### src/rtl/iq_phase_loop.sv
module iq_phase_loop #(
  parameter int DW  = 14,
  parameter int GW  = 8,
  parameter int GSH = 4
) (
  input  logic                 clk,
  input  logic                 rst_n,
  input  logic signed [DW-1:0] adc_i,
  input  logic                 loop_en,
  input  logic signed [DW-1:0] sp_i,
  input  logic signed [DW-1:0] sp_q,
  input  logic        [GW-1:0] kp,
  input  logic        [GW-1:0] ki,
  output logic signed [DW-1:0] dac_o,
  output logic signed [DW-1:0] meas_i,
  output logic signed [DW-1:0] meas_q,
  output logic signed [DW-1:0] err_i,
  output logic signed [DW-1:0] err_q,
  output logic                 meas_valid
);
  localparam int WW = DW + GW + 3;
  localparam logic signed [WW-1:0] VMAX = (WW'(1) <<< (DW - 1)) - WW'(1);
  localparam logic signed [WW-1:0] VMIN = -VMAX - WW'(1);

  function automatic logic signed [DW-1:0] clip(input logic signed [WW-1:0] v);
    if (v > VMAX)      return VMAX[DW-1:0];
    else if (v < VMIN) return VMIN[DW-1:0];
    else               return v[DW-1:0];
  endfunction

  logic [1:0] ph;
  logic signed [DW-1:0] s0, s1, s2;

  always_ff @(posedge clk or negedge rst_n) begin
    if (!rst_n) begin
      ph <= 2'd0;
      s0 <= '0;
      s1 <= '0;
      s2 <= '0;
    end else begin
      ph <= ph + 2'd1;
      case (ph)
        2'd0: s0 <= adc_i;
        2'd1: s1 <= adc_i;
        2'd2: s2 <= adc_i;
        default: ;
      endcase
    end
  end

  for (genvar c = 0; c < 2; c++) begin : g_ch
    logic signed [DW-1:0] sp_c, meas_r, err_r, integ_r, cor_r, inext;
    logic signed [DW:0]   dif;
    logic signed [WW-1:0] e_w, p_w, i_w, c_w;

    assign sp_c  = (c == 0) ? sp_i : sp_q;
    assign dif   = (c == 0) ? ((DW+1)'(s0) - (DW+1)'(s2))
                            : ((DW+1)'(s1) - (DW+1)'(adc_i));
    assign e_w   = WW'(sp_c) - WW'(meas_r);
    assign p_w   = (WW'(err_r) * WW'($signed({1'b0, kp}))) >>> GSH;
    assign i_w   = WW'(integ_r) + ((WW'(err_r) * WW'($signed({1'b0, ki}))) >>> GSH);
    assign inext = clip(i_w);
    assign c_w   = WW'(sp_c) + p_w + WW'(inext);

    always_ff @(posedge clk or negedge rst_n) begin
      if (!rst_n) begin
        meas_r  <= '0;
        err_r   <= '0;
        integ_r <= '0;
        cor_r   <= '0;
      end else begin
        if (ph == 2'd3) meas_r <= dif[DW:1];
        if (ph == 2'd0) err_r  <= clip(e_w);
        if (!loop_en) begin
          integ_r <= '0;
          cor_r   <= sp_c;
        end else if (ph == 2'd1) begin
          integ_r <= inext;
          cor_r   <= clip(c_w);
        end
      end
    end
  end

  always_ff @(posedge clk or negedge rst_n) begin
    if (!rst_n) begin
      dac_o      <= '0;
      meas_valid <= 1'b0;
    end else begin
      meas_valid <= (ph == 2'd3);
      case (ph)
        2'd0:    dac_o <= g_ch[0].cor_r;
        2'd1:    dac_o <= g_ch[1].cor_r;
        2'd2:    dac_o <= clip(-WW'(g_ch[0].cor_r));
        default: dac_o <= clip(-WW'(g_ch[1].cor_r));
      endcase
    end
  end

  assign meas_i = g_ch[0].meas_r;
  assign meas_q = g_ch[1].meas_r;
  assign err_i  = g_ch[0].err_r;
  assign err_q  = g_ch[1].err_r;
endmodule

### config.mk
export PLATFORM = sky130hd
export DESIGN_NAME = iq_phase_loop
export DESIGN_NICKNAME = d
export VERILOG_FILES = /design/src/rtl/iq_phase_loop.sv
export SDC_FILE = /design/constraint.sdc
export NUM_CORES = 2
export LEC_CHECK = 0
export BUFFER_PORTS_ARGS = -buffer_cell sky130_fd_sc_hd__buf_2
export CAP_MARGIN = 20
export CORE_AREA = 2 2 167 332
export DETAILED_ROUTE_END_ITERATION = 8
export DIE_AREA = 0 0 169 334
export PLACE_DENSITY = 0.77
export RECOVER_POWER = 100
export SYNTH_ARGS = -nofsm -noshare
export SYNTH_HDL_FRONTEND = slang
export SYNTH_SLANG_ARGS = --single-unit
### constraint.sdc
create_clock -name clk -period 10.9 [get_ports clk]
set_input_delay 2.18 -clock clk [delete_from_list [all_inputs] [get_ports clk]]
set_output_delay 2.18 -clock clk [all_outputs]
set_load 0.02 [all_outputs]
==> summary.md <==
| Metric | Value |
|---|---|
| Status | complete, but fails checks |
| Failing checks | max-capacitance violations, max-slew violations, negative setup slack |
| Area occupied by registers | 4279 sq um |
| FFs w/ async S/R, synth | 100.0% |
| Cell taking the most area after synthesis | fa_1 |
| DR DRC count | 0 |
| Top Metal Used | met4 |
| H-tree Lvls | 4 |
| DIE AREA | 56,450 sq um |
| Min cycle time layout | 11.07 ns |
| Num CTS Buffers | 25 |
| Most frequent cells after synthesis | inv_1 (711), fa_1 (406), nand2_1 (313) |
| Post-synthesis cell type count | 102 |
| Clock Latency Late Sink | 0.51 ns |
| Unrepaired setup endpoints after global routing | true |
| Hold_buf cts | 0 |
| Vias per cell | 5.893 |
| GPL Wtd Cong | 0.9425 |
| Syn Area/Cell | 8.556 sq um |
| Port Buffers | 131 |
| WHS | 0.5096 ns |
| Pre-Repair DR Iteration Count | 6 |
| Worst Path Arrival | 11.50 ns |
| Synthesis-to-finish area growth | 19.65% |
| Synth warn | 0 |
| Met2 routed WL | 49,980 um |
| Critical Setup Path Class | in -> reg |
| Clock transition at path regs | 0.06 ns |
| Routed wire per std cell | 19.75 um |
| Cell mode on critical path | fa_1 |
| Via Count | 28,280 |
| Critical Path End Type | flip-flop |
| Met3 WL | 5901 um |
| Met1 wire length | 31,460 um |
| Drt total wl | 94,790 um |
| Antenna Nets Post-Route | 0 |
| # Max-Cap Violations | 4 |
| HPWL Detailed | 75,740 um |
| Most used DFF post-synth | dfrtp_1 |
| Data required, critical path | 11.33 ns |
| TNS Setup | -3.268 ns |
| Worst Clk Skew | 0.02907 ns |
| Initial drt markers | 1,689 |
| Io pins | 132 |
| Max-slew violations | 215 |
| Hold crit path type | reg -> reg |
| Slew headroom | -153.5% |
| Synthesized cell area | 31,490 sq um |
| Nets@finish | 4,893 |
| Critical path's largest stage delay | 0.56 ns |
| Tightest Pin Transition | 3.803 ns |
| Inst Count DP | 4,732 |
| Clk sinks | 171 |
| Die height | 334 um |
| Core Rows | 121 |
| Syn nets | 4,457 |
| Final setup margin | -0.1675 ns |
| Crit-path max FO | 7 |
| Multi-input gate area | 25,320 sq um |
| FMAX | 0.09036 GHz |
| Sequential share of the synthesized area | 13.59% |
| Global route total overflow | 0 |
| CTS Root Cell | clkbuf_16 |
| Post-synthesis register bit count | 171 |
| Syn Inst Count | 3,680 |
| Initial Util | 58.09% |
| Fill count | 4,208 |
| Synth top area share | 25.81% |
| EDFF count, synth | 0 |
| Final setup violating endpoints | 27 |
| Vias in the first global route | 30,520 |
| Non-filler cells, final | 4,799 |
| Die Span X | 169 um |
| Largest net degree at the start of global routing | 70 |
| CTS tree | done |
| CP Launch Type | input port |
| Total Routing Usage GR | 33.93% |
| Top cells by area, synth | fa_1 (26%), dfrtp_1 (14%), ha_1 (12%) |
| Layout cell share with drive strength beyond 1 | 19.29% |
| Fin. Hold Viols | 0 |
| Initial antenna violation count | 2 |
| Slowest CP cell | fa_1 |
| Clk buf depth | 3 |
| Period utilization | 101.5% |
| First-pass GRT wire length | 150,800 um |
| Core Region | 54,200 sq um |
| Most common cell in the synthesized netlist | inv_1 |
==> placed cells by master (no fill, tap or decap), types with 22 or more instances in the layout <==
master and n:
or3_1 37, mux2_2 39, xnor2_1 117, nor2_1 164, xor2_1 46, nand3_1 45, nand2_1 292, nor2b_1 29
a21o_1 40, o21a_1 31, a21oi_1 159, dfrtp_1 171, inv_1 693, ha_4 22, buf_4 359, nor3_1 57
o21ai_0 125, nand2b_1 30, buf_6 25, buf_2 50, and2_1 259, clkbuf_16 26, fa_1 396, a21oi_2 22
clkbuf_1 93, ha_1 283
==> flip-flops by register name, summed over array words and instances, names as in the netlist <==
signal,count
g_ch.cor_r,28
s2,14
s1,14
err_q,14
ph,2
g_ch.integ_r,28
meas_i,14
dac_o,14
meas_q,14
err_i,14
meas_valid,1
s0,14
==> cell type report <==
type                    count  share of cell area [%]
diodes                      2                 0.01329
clock buffers              29                   1.807
clock inverters             3                 0.05314
inverters                 711                   7.084
multi-input cells        2664                   67.22
flip-flops and latches    171                   11.36
well taps                 676                   2.245
repair buffers            543                   10.22
==> per-stage QoR <==
stage               cell area, sq um  setup slack (ns)  utilization (%)
floorplan                      32080           -0.3593                -
global placement               35780           -0.8966            66.01
detailed placement             35780            -1.070            66.01
CTS                            37010          -0.08726            68.28
global route                   37670           -0.6361            69.50
finish                         37670           -0.1675            69.51
==> cells by family after synthesis <==
group / after synthesis / share of synthesized area [%]
AO/OA/AOI/OAI: 655 / 13.92
XOR/XNOR: 171 / 4.757
adder cells (fa/ha/maj): 729 / 38.55
buffers and inverters: 846 / 10.24
flip-flops: 171 / 13.59
multiplexers: 57 / 1.979
AND/OR/NAND/NOR: 1051 / 16.96
==> final timing paths <==
check	slack, ns	cells past startpoint	endpoint	from
max	-0.17	43	g_ch[0].cor_r[1]$_DFFE_PN0P_	ki[2]
min	0.51	1	s1[0]$_DFFE_PN0P_	s1[0]$_DFFE_PN0P_
max reg2reg	0.61	40	g_ch[0].cor_r[1]$_DFFE_PN0P_	err_i[7]$_DFFE_PN0N_
min reg2reg	0.51	1	s1[0]$_DFFE_PN0P_	s1[0]$_DFFE_PN0P_
max in group asynchronous	2.84	3	err_i[12]$_DFFE_PN0N_	rst_n
min in group asynchronous	2.97	1	g_ch[1].cor_r[7]$_DFFE_PN0P_	rst_n
==> critical path, delay by kind of cell <==
family                   cells  cell delay, ns
AO/OA/AOI/OAI               13            2.81
XOR/XNOR                     1            0.17
adder cells (fa/ha/maj)      9            3.44
buffers and inverters        8            0.67
multiplexers                 1            0.21
AND/OR/NAND/NOR             11            2.02
==> what timing repair did <==
item | CTS | global route
endpoints found under the setup margin | 28 | 28
setup buffers | 11 | 19
gates cloned | 2 | 3
resized for setup | 98 | 144
pin swaps | 55 | 63
==> routing by layer <==
layer | global-route usage (%) | vias to the layer above
met5 | 0 | -
met1 | 35.23 | 13980
met4 | 23.48 | 0
met2 | 62.17 | 1157
li1 | - | 12730
met3 | 4.947 | 413
Power is left out: the tool's default activity adds up to more than one toggle a clock period on the data nets, which glitch-free logic cannot reach.
